==> src/rtl/fa_pkg.sv <==
package fa_pkg;
  localparam int unsigned HALF_W = 16;
  typedef logic [HALF_W-1:0] half_t;
  typedef enum logic [1:0] {
    TAKE_NONE = 2'd0,
    TAKE_HALF = 2'd1,
    TAKE_WORD = 2'd2
  } take_e;
endpackage

==> src/rtl/fa_len_dec.sv <==
module fa_len_dec
  import fa_pkg::*;
#(
  parameter int unsigned NW = 3
) (
  input  half_t [1:0]           head_i,
  input  logic  [NW-1:0]        avail_i,
  output logic                  ready_o,
  output take_e                 take_o,
  output logic  [2*HALF_W-1:0]  instr_o
);
  logic is32;

  assign is32    = (head_i[0][1:0] == 2'b11);
  assign ready_o = is32 ? (avail_i >= NW'(2)) : (avail_i != '0);
  assign take_o  = is32 ? TAKE_WORD : TAKE_HALF;
  assign instr_o = is32 ? {head_i[1], head_i[0]} : {{HALF_W{1'b0}}, head_i[0]};
endmodule

==> src/rtl/fa_hw_queue.sv <==
module fa_hw_queue
  import fa_pkg::*;
#(
  parameter int unsigned DEPTH = 3,
  localparam int unsigned AVN  = DEPTH + 2,
  localparam int unsigned CW   = $clog2(DEPTH + 1),
  localparam int unsigned NW   = $clog2(AVN + 1)
) (
  input  logic                 clk_i,
  input  logic                 rst_ni,
  input  logic                 flush_i,
  input  logic                 resp_valid_i,
  input  logic                 resp_drop_lo_i,
  input  logic [2*HALF_W-1:0]  resp_data_i,
  input  take_e                take_i,
  output half_t [1:0]          head_o,
  output logic [NW-1:0]        avail_o,
  output logic [NW-1:0]        left_o
);
  half_t [DEPTH-1:0] buf_q, buf_d;
  logic  [CW-1:0]    cnt_q;
  half_t [AVN-1:0]   av;
  logic  [NW-1:0]    n_new, base;
  logic  [1:0]       tk;

  assign tk = take_i;

  // merged view: held halfwords first, then this cycle's response halves
  always_comb begin
    av    = '0;
    base  = NW'(cnt_q);
    n_new = !resp_valid_i ? NW'(0) : (resp_drop_lo_i ? NW'(1) : NW'(2));
    for (int i = 0; i < DEPTH; i++) begin
      if (i < int'(cnt_q)) av[i] = buf_q[i];
    end
    if (resp_valid_i) begin
      if (resp_drop_lo_i) begin
        av[base] = resp_data_i[2*HALF_W-1:HALF_W];
      end else begin
        av[base]         = resp_data_i[HALF_W-1:0];
        av[base+NW'(1)]  = resp_data_i[2*HALF_W-1:HALF_W];
      end
    end
  end

  assign avail_o = base + n_new;
  assign left_o  = avail_o - NW'(tk);
  assign head_o  = {av[1], av[0]};

  always_comb begin
    for (int j = 0; j < DEPTH; j++) buf_d[j] = av[j + int'(tk)];
  end

  always_ff @(posedge clk_i or negedge rst_ni) begin
    if (!rst_ni) begin
      buf_q <= '0;
      cnt_q <= '0;
    end else begin
      buf_q <= buf_d;
      cnt_q <= flush_i ? '0 : left_o[CW-1:0];
    end
  end

  a_r11_no_overflow: assert property (@(posedge clk_i) disable iff (!rst_ni)
    !flush_i |-> (left_o <= NW'(DEPTH)));
endmodule

==> src/rtl/fa_fetch_ctrl.sv <==
module fa_fetch_ctrl #(
  parameter int unsigned         XLEN     = 32,
  parameter logic [XLEN-1:0]     RESET_PC = '0
) (
  input  logic             clk_i,
  input  logic             rst_ni,
  input  logic             redirect_i,
  input  logic [XLEN-1:1]  redirect_pc_i,
  input  logic             room_i,
  input  logic             req_ready_i,
  output logic             req_valid_o,
  output logic [XLEN-1:0]  req_addr_o,
  output logic             resp_valid_o,
  output logic             drop_lo_o
);
  localparam logic [XLEN-1:0] WORD_STEP = XLEN'(4);

  logic [XLEN-1:0] fetch_q, tgt_word;
  logic            inflight_q, drop_q, accept;

  assign tgt_word     = {redirect_pc_i[XLEN-1:2], 2'b00};
  assign req_valid_o  = redirect_i | room_i;
  assign req_addr_o   = redirect_i ? tgt_word : fetch_q;
  assign accept       = req_valid_o & req_ready_i;
  assign resp_valid_o = inflight_q & ~redirect_i;
  assign drop_lo_o    = drop_q;

  always_ff @(posedge clk_i or negedge rst_ni) begin
    if (!rst_ni) begin
      fetch_q    <= {RESET_PC[XLEN-1:2], 2'b00};
      inflight_q <= 1'b0;
      drop_q     <= 1'b0;
    end else if (redirect_i) begin
      fetch_q    <= accept ? tgt_word + WORD_STEP : tgt_word;
      inflight_q <= accept;
      drop_q     <= redirect_pc_i[1];
    end else begin
      if (accept) fetch_q <= fetch_q + WORD_STEP;
      inflight_q <= accept;
      if (inflight_q) drop_q <= 1'b0;
    end
  end

  a_r9_hold_stalled: assert property (@(posedge clk_i) disable iff (!rst_ni)
    req_valid_o && !req_ready_i && !redirect_i |=>
      redirect_i || (req_valid_o && $stable(req_addr_o)));

  a_r12_next_word: assert property (@(posedge clk_i) disable iff (!rst_ni)
    req_valid_o && req_ready_i && !redirect_i |=>
      redirect_i || !req_valid_o || (req_addr_o == $past(req_addr_o) + WORD_STEP));
endmodule

==> src/rtl/fetch_aligner.sv <==
module fetch_aligner
  import fa_pkg::*;
#(
  parameter int unsigned      XLEN     = 32,
  parameter int unsigned      DEPTH    = 3,
  parameter logic [XLEN-1:0]  RESET_PC = 32'h0000_0100,
  localparam int unsigned     NW       = $clog2(DEPTH + 3)
) (
  input  logic             clk_i,
  input  logic             rst_ni,
  input  logic             redirect_i,
  input  logic [XLEN-1:1]  redirect_pc_i,
  output logic             req_valid_o,
  output logic [XLEN-1:0]  req_addr_o,
  input  logic             req_ready_i,
  input  logic [31:0]      resp_data_i,
  output logic             dec_valid_o,
  output logic [31:0]      dec_instr_o,
  output logic [XLEN-1:0]  dec_pc_o,
  input  logic             dec_ready_i
);
  half_t [1:0]     head;
  logic [NW-1:0]   avail, left;
  logic            len_ready, fire, room, resp_valid, drop_lo;
  take_e           len_take, q_take;
  logic [XLEN-1:0] pc_q;

  assign dec_valid_o = len_ready & ~redirect_i;
  assign fire        = dec_valid_o & dec_ready_i;
  assign q_take      = fire ? len_take : TAKE_NONE;
  // request only if a full word still fits after this cycle's handoff
  assign room        = (left <= NW'(DEPTH - 2));
  assign dec_pc_o    = pc_q;

  fa_fetch_ctrl #(.XLEN(XLEN), .RESET_PC(RESET_PC)) u_fetch (
    .clk_i, .rst_ni,
    .redirect_i, .redirect_pc_i,
    .room_i       (room),
    .req_ready_i,
    .req_valid_o, .req_addr_o,
    .resp_valid_o (resp_valid),
    .drop_lo_o    (drop_lo)
  );

  fa_hw_queue #(.DEPTH(DEPTH)) u_queue (
    .clk_i, .rst_ni,
    .flush_i        (redirect_i),
    .resp_valid_i   (resp_valid),
    .resp_drop_lo_i (drop_lo),
    .resp_data_i    (resp_data_i),
    .take_i         (q_take),
    .head_o         (head),
    .avail_o        (avail),
    .left_o         (left)
  );

  fa_len_dec #(.NW(NW)) u_len (
    .head_i  (head),
    .avail_i (avail),
    .ready_o (len_ready),
    .take_o  (len_take),
    .instr_o (dec_instr_o)
  );

  always_ff @(posedge clk_i or negedge rst_ni) begin
    if (!rst_ni)         pc_q <= {RESET_PC[XLEN-1:2], 2'b00};
    else if (redirect_i) pc_q <= {redirect_pc_i, 1'b0};
    else if (fire)       pc_q <= pc_q + ((len_take == TAKE_WORD) ? XLEN'(4) : XLEN'(2));
  end

  a_r7_pc_to_target: assert property (@(posedge clk_i) disable iff (!rst_ni)
    redirect_i |=> dec_pc_o == $past({redirect_pc_i, 1'b0}));

  a_r3_pc_step: assert property (@(posedge clk_i) disable iff (!rst_ni)
    dec_valid_o && dec_ready_i |=> redirect_i ||
      (dec_pc_o == $past(dec_pc_o) + (($past(dec_instr_o[1:0]) == 2'b11) ? XLEN'(4) : XLEN'(2))));

  a_r10_hold_offer: assert property (@(posedge clk_i) disable iff (!rst_ni)
    dec_valid_o && !dec_ready_i |=> redirect_i ||
      (dec_valid_o && $stable(dec_instr_o) && $stable(dec_pc_o)));
endmodule

==> config.mk <==
export PLATFORM = sky130hd
export DESIGN_NAME = fetch_aligner
export DESIGN_NICKNAME = d
export VERILOG_FILES = /design/src/rtl/fa_pkg.sv /design/src/rtl/fa_len_dec.sv /design/src/rtl/fa_hw_queue.sv /design/src/rtl/fa_fetch_ctrl.sv /design/src/rtl/fetch_aligner.sv
export SDC_FILE = /design/constraint.sdc
export NUM_CORES = 1
export LEC_CHECK = 0
export ABC_CLOCK_PERIOD_IN_PS = 4900
export BUFFER_PORTS_ARGS = -buffer_cell sky130_fd_sc_hd__buf_2
export CAP_MARGIN = 20
export CORE_MARGIN = 2
export CORE_UTILIZATION = 37
export CTS_CLUSTER_SIZE = 24
export DETAILED_ROUTE_END_ITERATION = 8
export PLACE_DENSITY = 0.66
export SLEW_MARGIN = 10
export SYNTH_ARGS = -nofsm -noshare
export SYNTH_HDL_FRONTEND = slang
export SYNTH_SLANG_ARGS = --single-unit
==> constraint.sdc <==
create_clock -name clk_i -period 4.9 [get_ports clk_i]
set_input_delay 0.49 -clock clk_i [delete_from_list [all_inputs] [get_ports clk_i]]
set_output_delay 0.49 -clock clk_i [all_outputs]
set_load 0.02 [all_outputs]
==> impl_results.rst <==
.. list-table::
   :header-rows: 1

   * - Metric
     - Value
   * - Share of cells above drive strength 1
     - 0.202
   * - Most frequent cells in the layout
     - sky130_fd_sc_hd__buf_2, sky130_fd_sc_hd__nand2_1, sky130_fd_sc_hd__o21ai_0, sky130_fd_sc_hd__dfrtp_1, sky130_fd_sc_hd__nor2_1
   * - Required time at the worst-slack endpoint
     - 5140 ps
   * - Number of search-and-repair iterations in the first detailed-routing pass
     - 9
   * - Placed wire-length estimate
     - 20.3 mm
   * - Setup repair after global routing missed its margin
     - no
   * - Layout Skew
     - 11.3 ps
   * - Final min period
     - 4630 ps
   * - Top-Level Pins
     - 166
   * - Via count
     - 9123
   * - Number of instances in the synthesized netlist
     - 1103
   * - Most common library cell in the layout ignoring fill and taps
     - sky130_fd_sc_hd__buf_2
   * - Via count of the first global-routing pass
     - 8461
   * - Top achievable clock speed
     - 216 MHz
   * - Remaining global-route overflow
     - 0
   * - Yosys top cell by area
     - sky130_fd_sc_hd__dfrtp_1
   * - Hold bufs inserted after CTS
     - 0
   * - Max stage delay on crit path
     - 590 ps
   * - Number of buffers added on ports
     - 162
   * - Cell variety after synth
     - 69
   * - Data arrival time at the worst-slack endpoint
     - 4860 ps
   * - Aggregate global-route resource usage
     - 0.237
   * - Remaining number of nets flagged by the antenna check after routing
     - 0
   * - Clock Path Buffers
     - 2
   * - Share of flip-flops with an asynchronous set or reset
     - 1.00
   * - Final count of negative-setup-slack endpoints
     - 0
   * - Final clock period utilization by the worst path
     - 0.944
   * - Number of nets in the finished design
     - 1316
   * - Fin. max-slew vios
     - 0
   * - Top-area cell type share of the netlist area
     - 0.322
   * - Max FO, Critical Path
     - 12
   * - Number of cells in the finished layout apart from fillers
     - 1565
   * - Type of the worst min-delay path
     - in -> async
   * - Max Cap Viol
     - 0
   * - Power per unit of standard cell area
     - 411 mW/mm2
   * - Starting utilization of the core area
     - 0.379
   * - Most used flip-flop cell after synthesis
     - sky130_fd_sc_hd__dfrtp_1
   * - Worst setup SP type
     - flop
   * - Critical Setup Path Class
     - reg -> reg
   * - Cells traversed along the worst timing path
     - inv_1, nor2_1, ha_1, inv_1, fa_1, nand2_1, and2_1, nor3_4, nor2_1, ha_1, fa_1, xor2_1, a21o_1, nand2_1, clkinv_1, nand2_1, xnor2_1, o21ai_0
   * - Clock Sinks
     - 113
   * - Yosys warns
     - 0
   * - Placed cells
     - 1526
   * - Slew Limit Headroom
     - 0.261
   * - Synth Cell Area
     - 0.00863 mm2
   * - Pin count of the biggest net entering global routing
     - 108
   * - First-pass GRT wire length
     - 45.9 mm
   * - Die Area
     - 0.0246 mm2
   * - Summed negative setup slack over all endpoints
     - 0 ps
   * - Clk slew on worst S/H paths
     - 60 ps
   * - CTS tree
     - done
   * - Clock Latency Late Sink
     - 430 ps
   * - Post-Syn Area per Cell
     - 7.82 um2
   * - Total number of H-tree levels
     - 4
   * - Transition time of the tightest slew-check pin
     - 1100 ps
   * - Maximum resistive drop on vdd
     - 0.202 mV
   * - Leak
     - 4.46 nW
   * - Routed wire length per instance
     - 18.8 um
   * - Worst Setup End Kind
     - flop
   * - Most used cell, CP
     - sky130_fd_sc_hd__nand2_1
   * - Die Span Y
     - 157 um
   * - Clock root cell
     - sky130_fd_sc_hd__clkbuf_16
   * - Portion of the post-synthesis area used by sequential elements
     - 0.328
   * - Main area contributors after synthesis
     - sky130_fd_sc_hd__dfrtp_1, sky130_fd_sc_hd__o21ai_0, sky130_fd_sc_hd__nand2_1
   * - Std cell rows
     - 55
   * - Number of antenna violations at the first check in global routing
     - 0
   * - Layout-stage area growth over the synthesis result
     - 20.1%
   * - GPL Wtd Cong
     - 0.888
   * - Core region area
     - 0.0228 mm2
   * - Slowest stage cell, crit path
     - sky130_fd_sc_hd__fa_1
   * - Post-detailed-routing wire length
     - 29.4 mm
   * - Total count of hold-check failures in the final report
     - 0
   * - Width of the chip
     - 157 um
   * - Post-detailed-route via-to-cell ratio
     - 5.83
   * - Result of the run
     - finished clean
   * - Register bit total from synthesis
     - 113
   * - EDFF count, synth
     - 0
   * - DRC violations left
     - 0
   * - Number of buffers created by CTS
     - 17
   * - Initial DRC Count
     - 1010
## stage by stage
| step | power, mW | hold slack [ps] | worst slack, ps | util | instance area (um2) |
|---|---|---|---|---|---|
| 5_1_grt | 4.51 | 228 | 42.6 | 0.455 | 10400 |
| 3_3_place_gp | 2.87 | 530 | 180 | 0.425 | 9680 |
| 2_1_floorplan | 2.39 | 194 | 169 | - | 8630 |
| 4_1_cts | 4.27 | 195 | 266 | 0.453 | 10300 |
| 6_report | 4.26 | 174 | 272 | 0.455 | 10400 |
| 3_5_place_dp | 2.90 | 535 | 85.4 | 0.425 | 9680 |
## timing repair
| item | in CTS | in global routing |
|---|---|---|
| gates resized for setup | 0 | 0 |
| setup endpoints to repair | 0 | 12 |
| setup buffers | 0 | 5 |
## synthesized netlist by cell type, drive strengths merged (2+ instances only)
| library cell | number |
|---|---|
| a311oi | 3 |
| a221o | 3 |
| and2 | 5 |
| and3 | 15 |
| or2 | 3 |
| o21a | 7 |
| o22ai | 5 |
| clkinv | 3 |
| dfstp | 2 |
| nor4b | 2 |
| ha | 7 |
| xor2 | 6 |
| o211ai | 10 |
| buf | 30 |
| nor2b | 22 |
| a221oi | 19 |
| nand3 | 46 |
| a222oi | 21 |
| a211o | 2 |
| xnor2 | 45 |
| mux2i | 38 |
| inv | 51 |
| nand2b | 5 |
| nor2 | 91 |
| nand4 | 28 |
| a31oi | 8 |
| o21ai | 124 |
| a21oi | 56 |
| nor3 | 35 |
| and4 | 4 |
| mux2 | 6 |
| or3 | 12 |
| nand3b | 4 |
| o31ai | 3 |
| a22o | 5 |
| nor4 | 15 |
| fa | 3 |
| a22oi | 15 |
| a21o | 5 |
| a32oi | 2 |
| o311ai | 17 |
| clkbuf | 48 |
| dfrtp | 111 |
| nand2 | 149 |
## final timing paths
| kind | startpoint | to | slack [ps] | cells past startpoint |
|---|---|---|---|---|
| hold / removal | rst_ni | u_queue.buf_q[39]$_DFF_PN0_ | 170 | 1 |
| min in group clk_i | redirect_pc_i[11] | dec_pc_o[11]$_DFFE_PN0N_ | 370 | 3 |
| hold reg to reg | dec_pc_o[31]$_DFFE_PN0N_ | dec_pc_o[31]$_DFFE_PN0N_ | 540 | 1 |
| setup reg to reg | u_fetch.drop_lo_o$_DFFE_PN0P_ | u_fetch.fetch_q[4]$_DFFE_PN0P_ | 270 | 18 |
| setup / recovery | u_fetch.drop_lo_o$_DFFE_PN0P_ | u_fetch.fetch_q[4]$_DFFE_PN0P_ | 270 | 18 |
| max in group asynchronous | rst_ni | dec_pc_o[21]$_DFFE_PN0N_ | 3640 | 2 |
## registers in the layout, indices dropped and copies added (netlist names)
signal	count
dec_pc_o	31
u_fetch.drop_lo_o	1
u_fetch.fetch_q	30
u_fetch.inflight_q	1
u_queue.buf_q	48
u_queue.cnt_q	2
## worst max-delay path: cells and delay by family (launching register included)
kind	cells	cell delay, ps
buffers and inverters	3	620
adders and majority gates	4	1310
DFF	1	430
AOI/OAI and AO/OA	2	450
and+or+nand+nor	7	1360
xor gates and xnor gates	2	270
## kinds of logic (layout without fill, tap and decap cells)
kind of cell,Yosys count,in the layout,share of synthesized area
compound gates,312,312,0.244
xor+xnor,51,51,0.0518
fa+ha+maj,10,10,0.0171
buf+inv,132,278,0.0635
flops,113,113,0.328
mux,44,44,0.0519
other cells,1,4,0.000435
simple gates,440,440,0.243
## report_power, final
part	total (mW)	switching (mW)	internal [mW]
combinational	1.64	1.09	0.556
clock	1.36	0.466	0.892
sequential	1.26	0.132	1.13
total	4.26	1.68	2.58
## area by class of cell
type | instances | area, um2
clock inverter | 9 | 154
sequential | 113 | 2830
fill | 2298 | 12400
inverter | 54 | 203
timing repair buffer | 192 | 1040
tap | 313 | 392
clock buffer | 23 | 478
multi-input combinational | 860 | 5260
antenna | 1 | 2.50
## metal layers
layer | vias up | share of wire | GRT usage
met5 | - | 0 | 0
met4 | 0 | 0.016 | 0.0695
met3 | 41 | 0.087 | 0.0471
met2 | 462 | 0.47 | 0.383
met1 | 4326 | 0.43 | 0.323
li1 | 4294 | - | -
Power figures use the tool's default switching activity.
